**src/rtl/retpc_buffer.sv**
```systemverilog
module retpc_buffer #(
  parameter int AW = 32,
  parameter int WORD_BYTES = 4
) (
  input  logic          clk,
  input  logic          rst_n,
  input  logic          exc_take,
  input  logic          nest_en,
  input  logic [AW-1:0] cur_pc,
  input  logic          in_delay,
  input  logic [AW-1:0] br_target,
  input  logic          ret_req,
  output logic          rpl_valid,
  input  logic          rpl_ready,
  output logic [AW-1:0] rpl_pc,
  output logic          rpl_last,
  output logic          held
);

  localparam logic [AW-1:0] STEP = AW'(WORD_BYTES);

  typedef enum logic [1:0] {IDLE, SEND1, SEND0} rpl_state_t;

  rpl_state_t   state_q;
  logic [AW-1:0] pc0_q, pc1_q;
  logic          held_q;

  wire idle    = (state_q == IDLE);
  wire capture = exc_take && idle && (!held_q || nest_en);
  wire start   = ret_req && idle && held_q && !capture;
  wire xfer    = rpl_valid && rpl_ready;

  always_ff @(posedge clk) begin
    if (!rst_n) begin
      pc0_q   <= '0;
      pc1_q   <= '0;
      held_q  <= 1'b0;
      state_q <= IDLE;
    end else begin
      if (capture) begin
        pc1_q  <= cur_pc;
        pc0_q  <= in_delay ? br_target : cur_pc + STEP;
        held_q <= 1'b1;
      end
      case (state_q)
        IDLE:  if (start) state_q <= SEND1;
        SEND1: if (xfer)  state_q <= SEND0;
        SEND0: if (xfer) begin
          state_q <= IDLE;
          held_q  <= 1'b0;
        end
        default: state_q <= IDLE;
      endcase
    end
  end

  assign rpl_valid = (state_q != IDLE);
  assign rpl_last  = (state_q == SEND0);
  assign rpl_pc    = rpl_last ? pc0_q : pc1_q;
  assign held      = held_q;

  assert_offer_stable_R7: assert property (@(posedge clk) disable iff (!rst_n)
    rpl_valid && !rpl_ready |=> rpl_valid && $stable(rpl_pc) && $stable(rpl_last));

  assert_second_follows_R6: assert property (@(posedge clk) disable iff (!rst_n)
    rpl_valid && rpl_ready && !rpl_last |=> rpl_valid && rpl_last);

  assert_replay_ends_R9: assert property (@(posedge clk) disable iff (!rst_n)
    rpl_valid && rpl_ready && rpl_last |=> !rpl_valid && !held);

  assert_offer_needs_hold_R8: assert property (@(posedge clk) disable iff (!rst_n)
    rpl_valid |-> held);

  assert_frozen_bufs_R4: assert property (@(posedge clk) disable iff (!rst_n)
    held && !nest_en |=> $stable(pc0_q) && $stable(pc1_q));

  assert_replay_no_capture_R10: assert property (@(posedge clk) disable iff (!rst_n)
    rpl_valid |=> $stable(pc0_q) && $stable(pc1_q));

  assert_seq_pair_R2: assert property (@(posedge clk) disable iff (!rst_n)
    exc_take && !in_delay && !held && !rpl_valid |=> pc0_q == pc1_q + STEP);

  assert_held_rises_R4: assert property (@(posedge clk) disable iff (!rst_n)
    exc_take && !rpl_valid |=> held);

endmodule

```
**config.mk**
```make
export PLATFORM = sky130hd
export DESIGN_NAME = retpc_buffer
export DESIGN_NICKNAME = d
export VERILOG_FILES = /design/src/rtl/retpc_buffer.sv
export SDC_FILE = /design/constraint.sdc
export NUM_CORES = 1
export LEC_CHECK = 0
export BUFFER_PORTS_ARGS = -buffer_cell sky130_fd_sc_hd__buf_4
export CAP_MARGIN = 5
export CELL_PAD_IN_SITES_DETAIL_PLACEMENT = 0
export CELL_PAD_IN_SITES_GLOBAL_PLACEMENT = 1
export CORE_MARGIN = 2
export CORE_UTILIZATION = 39
export DETAILED_ROUTE_END_ITERATION = 10
export PLACE_DENSITY = 0.86
export SYNTH_ARGS = -nofsm -noshare
export SYNTH_HDL_FRONTEND = slang
export SYNTH_SLANG_ARGS = --single-unit
```
**constraint.sdc**
```tcl
create_clock -name clk -period 3.3 [get_ports clk]
set_input_delay 0.66 -clock clk [delete_from_list [all_inputs] [get_ports clk]]
set_output_delay 0.66 -clock clk [all_outputs]
set_load 0.05 [all_outputs]
```
==> run metrics, run 1 <==
Post-CTS Setup Bufs 0; kind of start point of the critical path flip-flop; clock sinks 67; Setup Viol. Count Final 0; RePlAce Congestion just over 0.8; initial antenna violation count 0; # DRC 0; Worst EP arrival approximately 2.0 ns; # port buffers between 100 and 150; Die Y 100 um; Crit. End Element output pin; CTS tree done; largest cells by area after synthesis dfxtp_1 37%, nand2_1 20%, a21oi_1 6.7%; Tot GR Track Use 21.2%; critical path type reg2out; synthesized netlist cell count 509; library cells used by synthesis 44; main flop type after synthesis dfxtp_1; post-route ant nets 0; Post-synth EDFFs 0; hold_ws between 0.4 and 0.5 ns; clock latency on the worst-skew pair approximately 0.33 ns; Period minus WS final 2.69 ns; RSZ-0062 raised after global routing false; syn nets between 500 and 600; Final Hold Fails 0; worst hold path type reg2reg; FILL cells 962; Die X 100 um; CTS Buffer Depth 2; synth warn 0; synthesized area per cell 7.06 um^2; core area slightly above 9000 um^2; htree depth 3; synthesized area 3590 um^2; Layout area overhead 28.7%; number of hold buffers added after cts 0; number of buffers created by CTS 9; fraction of layout cells with a size suffix above 1 around 22%; die area roughly 10000 um^2; fmax about 0.37 GHz; number of max-cap violations 0; # IOs 106; Routed wire per std cell 14.9 um; status completed; drt pass-1 iters 4; post-DP HPWL 7110 um; Initial Utilization 39.5%; clock root cell clkbuf_8; Pwr per Cell Area 435 nW/um^2; Clock transition at path regs 0.07 ns; dpl cell area 4440 um^2; antenna cell count 0; sequential area share after synthesis 37.3%; Worst Path Required ~2.6 ns; slew at the pin with the worst max-slew slack 0.735 ns; top fanout value on the critical path 20; gr ovfl total 0; Slew Viols, Final 0; setup tns final 0 ns; LEAKAGE 2.09 nW; worst vdd ir slightly below 0.2 mV; Routed WL 10600 um; largest net degree at the start of global routing 63; Vias around 3800; Final #Nets 669; Synth async-reset ratio 0%; Slew HR 50.6%; row cnt 35; design area 4620 um^2; post-DR vias/cell 5.31; global-route wire length before repair between 15000 and 20000 um; Tcrit/Tclk final 81.6%; vias in the first global route 3555; PostCTS Resize Cnt 0; skew final 0.00433 ns; Seq cells post-synth 67; leading area contributor after synthesis dfxtp_1; Yosys top cell area share 37.3%; 1st-iter DRT viols between 200 and 250
==> critical path, stage by stage, from the launching register on <==
cell	delay, ns
dfxtp_1	0.34
nand2b_1	0.16
inv_1	0.40
buf_4	0.37
nand2_1	0.10
nand2_1	0.11
buf_4	0.21
==> through the flow <==
step	total power (W)	std cells	utilization [%]	setup slack, ns
floorplan	0.00121	509	-	0.786
global placement	0.00140	697	48.8	0.864
detailed placement	0.00140	697	48.8	0.848
CTS	0.00203	712	50.8	0.610
global route	0.00211	712	50.8	0.455
finish	0.00201	712	50.8	0.606
==> placed cells by master, fill, tap and decap left out, types with 2 or more instances in the layout <==
cell / instances
o2bb2ai_1: 5
nand2b_1: 6
a21boi_0: 2
buf_4: 112
nand3_1: 22
inv_1: 5
nand2_1: 195
and3_1: 10
nand4_1: 10
a211oi_1: 3
clkbuf_8: 12
dfxtp_1: 67
and4_1: 5
o22ai_1: 9
a221oi_1: 3
o21ai_0: 5
a21oi_1: 48
nor2b_1: 2
xor2_1: 9
and2_1: 3
xnor2_1: 16
a31oi_1: 2
clkbuf_1: 2
o2111ai_1: 4
o211a_1: 2
nand3b_1: 2
nor3_2: 4
nor2_1: 10
mux2i_1: 5
o211ai_1: 3
nor3_1: 3
==> cell families after synthesis <==
kind of cell	Yosys count	synth area share, %
mux	5	1.39
xor+xnor	25	6.09
simple gates	279	34.8
flops	67	37.3
fa+ha+maj	1	0.348
buf+inv	41	4.42
compound gates	91	15.6
==> metal layers <==
layer	routed length (um)	vias up	track usage, %
li1	-	1895	-
met1	4980	1769	29.0
met2	4950	113	34.5
met3	591	7	3.06
met4	115	0	7.27
met5	0	-	0
==> Yosys cell counts, drive strengths merged, types with 2 or more instances <==
cell     count
nand2      195
dfxtp       67
a21oi       48
clkbuf      28
nand3       23
xnor2       16
and3        11
nand4       11
nor2        10
o22ai        9
xor2         9
nor3         8
buf          7
nand2b       6
o21ai        6
and4         5
inv          5
mux2i        5
o2bb2ai      5
o2111ai      4
a211oi       3
a221oi       3
and2         3
o211ai       3
a21boi       2
a31oi        2
nand3b       2
nor2b        2
o211a        2
==> worst paths after layout <==
kind                            depth (start not counted)        from  slack (ns)    endpoint
worst max-delay path                                    6  state_q[0]        0.61  rpl_pc[12]
worst min-delay path                                    2   pc1_q[20]        0.45   pc1_q[20]
worst max register to register                          6  state_q[1]        1.26   pc0_q[20]
worst min register to register                          2   pc1_q[20]        0.45   pc1_q[20]
==> layout make-up <==
type	count	area (um^2)	share of cell area, %
flip-flops and latches	67	1340	29.0
clock buffers	14	173	3.73
inverters	6	22.5	0.487
clock inverters	1	7.51	0.162
well taps	111	139	3.00
multi-input cells	401	2100	45.4
repair buffers	112	841	18.2
==> sequential cells by signal, indices dropped and copies added (netlist names) <==
name / count
pc1_q: 32
held: 1
state_q: 2
pc0_q: 32
==> power by group <==
group	switching (W)	leakage (nW)	internal [W]
sequential	0.0000311	0.551	0.000870
combinational	0.000307	1.45	0.000178
clock	0.000293	0.0888	0.000331
Note: power is estimated with default switching activity, not from simulation.
==> inputs of run 2 (changes only) <==
--- a/config.mk
+++ b/config.mk
@@ -10,9 +10,9 @@
 export CELL_PAD_IN_SITES_DETAIL_PLACEMENT = 0
 export CELL_PAD_IN_SITES_GLOBAL_PLACEMENT = 1
 export CORE_MARGIN = 2
-export CORE_UTILIZATION = 39
+export CORE_UTILIZATION = 33
 export DETAILED_ROUTE_END_ITERATION = 10
-export PLACE_DENSITY = 0.86
+export PLACE_DENSITY = 0.78
 export SYNTH_ARGS = -nofsm -noshare
 export SYNTH_HDL_FRONTEND = slang
 export SYNTH_SLANG_ARGS = --single-unit
==> constraint.sdc (replaced) <==
create_clock -name clk -period 2.2 [get_ports clk]
set_input_delay 0.44 -clock clk [delete_from_list [all_inputs] [get_ports clk]]
set_output_delay 0.44 -clock clk [all_outputs]
set_load 0.05 [all_outputs]
==> run metrics, run 2 (synthesized netlist as in run 1, its figures left out) <==
drt pass-1 iters 4; Levels on crit path 6; critical path type reg2out; Slew HR 66.0%; Clock transition at path regs 0.08 ns; FILL cells roughly 1100; PostCTS Resize Cnt 3; dpl cell area roughly 4600 um^2; clock root cell clkbuf_8; Layout area overhead 33.5%; post-DP HPWL 7940 um; Worst Path Required 1.76 ns; Die Y 108 um; area occupied by multi-input gates 2100 um^2; fraction of layout cells with a size suffix above 1 around 24%; fmax ~0.47 GHz; row cnt 38; fin worst setup slack 0.0927 ns; core area 10700 um^2; most frequent cells in the layout 195 x nand2_1, 119 x buf_4, 67 x dfxtp_1; global-route wire length before repair 18400 um; CP bufs+invs 3; Routed wire per std cell 15.1 um; clock sinks 67; pre-CTS WS 0.0996 ns; antenna cell count 0; DR WL met3 684 um; number of max-cap violations 0; gr ovfl total 0; vias in the first global route 3760; Crit. End Element output pin; met1 WL 5290 um; Worst EP arrival 1.67 ns; Initial Utilization between 30 and 40%; CP Cell Sequence nand2b_2 > inv_1 > buf_4 > nand2_1 > nand2_1 > buf_4; Post-CTS Setup Bufs 0; top fanout value on the critical path 15; status completed; # IOs 106; Final Hold Fails 0; htree depth 3; slew at the pin with the worst max-slew slack around 0.51 ns; Slew Viols, Final 0; max layer used met4; 1st-iter DRT viols about 230; skew final 0.00687 ns; worst vdd ir 0.282 mV; Hold Crit Depth 3; Setup Viol. Count Final 0; Die X ~110 um; die area 11700 um^2; RSZ-0062 raised after global routing true; design area approximately 4800 um^2; Final #Nets 680; WL met2 5180 um; placed cells 737; # DRC 0; slowest stage delay, CP ~0.35 ns; post-route ant nets 0; largest net degree at the start of global routing between 40 and 50; Routed WL around 11000 um; # port buffers between 100 and 150; initial antenna violation count 0; delay-heaviest family, CP buffers and inverters; Pwr per Cell Area approximately 660 nW/um^2; final cell count without fillers 753; number of buffers created by CTS 9; clock latency on the worst-skew pair roughly 0.35 ns; CTS Buffer Depth 2; Vias between 3000 and 4000; Tcrit/Tclk final a little over nine tenths; worst hold path type in2reg; hold_ws 0.341 ns; RePlAce Congestion 0.863; post-DR vias/cell 5.02; Tot GR Track Use 20.0%; FF-to-FF path depth 6; area occupied by registers 1340 um^2; LEAKAGE between 2 and 2.5 nW; Slowest cell on crit path dfxtp_1; Top Registers pc0_q: 32 flops, pc1_q: 32 flops, state_q: 2 flops; Period minus WS final 2.11 ns; kind of start point of the critical path flip-flop; number of hold buffers added after cts 0; Finished Core Util 44.7%; CTS tree done; most common cell after layout, fill and taps aside nand2_1
==> run 2: cell types whose count changed in the layout (fill, tap and decap cells not counted) <==
cell,delta
buf_4,+7
clkbuf_1,-2
clkbuf_8,-3
nand2b_1,-1
bufinv_16,+1
clkinv_2,+1
buf_12,+2
inv_6,+1
nand2b_2,+1
buf_6,+2
clkinv_4,+3
==> run 2: worst paths after layout <==
kind / from / slack, ns / endpoint
worst min register to register: pc1_q[20] / 0.46 / pc1_q[20]
worst max-delay path: state_q[0] / 0.09 / rpl_pc[27]
worst max register to register: state_q[1] / 0.49 / pc0_q[24]
worst min-delay path: cur_pc[1] / 0.34 / pc1_q[1]
==> run 2: where the power goes <==
| group | leakage (nW) | internal [W] | switching, W | total, W |
|---|---|---|---|---|
| Clock | 0.0998 | 0.000531 | 0.000523 | 0.00105 |
| Combinational | 1.51 | 0.000289 | 0.000471 | 0.000760 |
| Sequential | 0.551 | 0.00130 | 0.0000458 | 0.00135 |
| Total | 2.16 | 0.00212 | 0.00104 | 0.00316 |
==> run 2: metal layers <==
| layer | track usage (%) | vias to the layer above |
|---|---|---|
| met5 | 0 | - |
| li1 | - | 1921 |
| met4 | 7.97 | 0 |
| met1 | 26.3 | 1732 |
| met2 | 33.2 | 113 |
| met3 | 2.47 | 11 |
==> run 2: final cells by class <==
cell class | count | area share [%]
well taps | 140 | 3.65
inverters | 6 | 0.469
multi-input cells | 401 | 43.8
clock buffers | 9 | 2.58
flip-flops and latches | 67 | 28.0
repair buffers | 123 | 19.9
clock inverters | 7 | 1.62
==> run 2: through the flow <==
stage / total power (W) / TNS (ns)
2_1_floorplan: 0.00182 / 0
3_3_place_gp: 0.00213 / 0
3_5_place_dp: 0.00214 / 0
4_1_cts: 0.00320 / 0
5_1_grt: 0.00334 / -0.170
6_report: 0.00316 / 0
==> run 2: tightest hold or removal path, stage by stage <==
cell,delay (ns)
buf_4,0.11
nand2_1,0.05
a21oi_1,0.05
==> inputs of run 3 (changes only) <==
--- a/config.mk
+++ b/config.mk
@@ -16,3 +16,4 @@
 export SYNTH_ARGS = -nofsm -noshare
 export SYNTH_HDL_FRONTEND = slang
 export SYNTH_SLANG_ARGS = --single-unit
+export TNS_END_PERCENT = 1
==> constraint.sdc (replaced) <==
create_clock -name clk -period 2.2 [get_ports clk]
set_input_delay 0.22 -clock clk [delete_from_list [all_inputs] [get_ports clk]]
set_output_delay 0.22 -clock clk [all_outputs]
set_load 0.05 [all_outputs]
==> run metrics, run 3 (synthesized netlist as in run 1, its figures left out) <==
status completed; fraction of layout cells with a size suffix above 1 23.4%; slowest stage delay, CP about 0.35 ns; PostCTS Resize Cnt 0; CTS tree done; delay-heaviest family, CP buffers and inverters; initial antenna violation count 0; FILL cells 1129; vias in the first global route roughly 3500; clock sinks 67; Post-CTS Setup Bufs 0; kind of start point of the critical path flip-flop; clock root cell clkbuf_8; CP Cell Sequence nand2b_1 > inv_1 > buf_4 > nand2_1 > nand2_1 > buf_4; critical path type reg2out; most common cell after layout, fill and taps aside nand2_1; Period minus WS final 1.90 ns; worst hold path type in2reg; Slew Viols, Final 0; # DRC 0; slew at the pin with the worst max-slew slack 0.593 ns; CTS Buffer Depth 2; LEAKAGE between 2 and 2.5 nW; Die X 108 um; row cnt 38; number of hold buffers added after cts 0; Final #Nets between 600 and 700; clock latency on the worst-skew pair 0.35 ns; gr ovfl total 0; total power 0.00327 W; dpl cell area 4540 um^2; skew final 0.00700 ns; top fanout value on the critical path 23; drt pass-1 iters 5; Worst Path Required 1.98 ns; RePlAce Congestion 0.804; number of buffers created by CTS 9; htree depth 3; Slowest cell on crit path dfxtp_1; Crit. End Element output pin; # IOs between 100 and 150; Final Hold Fails 0; setup tns final 0 ns; Top Registers pc0_q: 32 flops, pc1_q: 32 flops, state_q: 2 flops; Layout area overhead 32.7%; most frequent cells in the layout 195 x nand2_1, 115 x buf_4, 67 x dfxtp_1; Routed wire per std cell 14.9 um; number of max-cap violations 0; global-route wire length before repair 17700 um; largest net degree at the start of global routing 63; Slew HR 60.4%; Tot GR Track Use 19.3%; Setup Viol. Count Final 0; post-DR vias/cell 4.97; Pwr per Cell Area 686 nW/um^2; hold_ws 0.114 ns; post-DP HPWL 7610 um; area occupied by registers 1340 um^2; antenna cell count 0; Routed WL roughly 11000 um; core area approximately 11000 um^2; Initial Utilization 33.4%; RSZ-0062 raised after global routing false; # port buffers 105; post-route ant nets 0; Worst EP arrival 1.68 ns; Vias 3716; Clock transition at path regs roughly 0.08 ns; die area between 10000 and 15000 um^2; CP bufs+invs 3; design area 4770 um^2; Die Y 108 um; fmax 0.525 GHz; worst vdd ir 0.243 mV; area occupied by multi-input gates 2100 um^2; 1st-iter DRT viols 188; Tcrit/Tclk final 86.5%
-- run 3: per-stage QoR --
step           std cells  setup slack [ns]  util [%]
2_1_floorplan        509             0.126         -
3_3_place_gp         731             0.217      42.3
3_5_place_dp         731             0.214      42.3
4_1_cts              747             0.285      44.4
5_1_grt              747             0.166      44.4
6_report             747             0.297      44.4
-- run 3: final cells by class --
cell class / count / area share, %
Inverter: 6 / 0.472
Clock buffer: 10 / 2.89
Multi-Input combinational cell: 401 / 44.0
Tap cell: 140 / 3.67
Timing Repair Buffer: 117 / 18.9
Sequential cell: 67 / 28.1
Clock inverter: 6 / 1.86
-- run 3: layer usage --
| layer | GRT usage (%) | part of all wire, % | vias to the layer above |
|---|---|---|---|
| li1 | - | - | 1916 |
| met1 | 26.4 | 48 | 1682 |
| met2 | 29.9 | 45 | 109 |
| met3 | 3.92 | 6.5 | 9 |
| met4 | 7.33 | 1.2 | 0 |
| met5 | 0 | 0 | - |
-- run 3: worst paths after layout --
check / from / to / slack [ns] / cells past startpoint
worst max-delay path: state_q[0] / rpl_pc[14] / 0.30 / 6
worst min register to register: pc1_q[24] / pc1_q[24] / 0.46 / 2
worst min-delay path: cur_pc[26] / pc1_q[26] / 0.11 / 3
worst max register to register: state_q[1] / pc0_q[29] / 0.36 / 6
-- run 3: worst register-to-register path, stage by stage (launching register included) --
cell,delay [ns]
dfxtp_1,0.34
nor2_1,0.21
and3_2,0.54
buf_12,0.28
and3_1,0.21
a21oi_1,0.05
o22ai_1,0.15
-- run 3: where the power goes --
part           internal (W)  switching (W)
logic              0.000280       0.000466
clock network      0.000669       0.000508
registers           0.00130      0.0000458
total               0.00225        0.00102
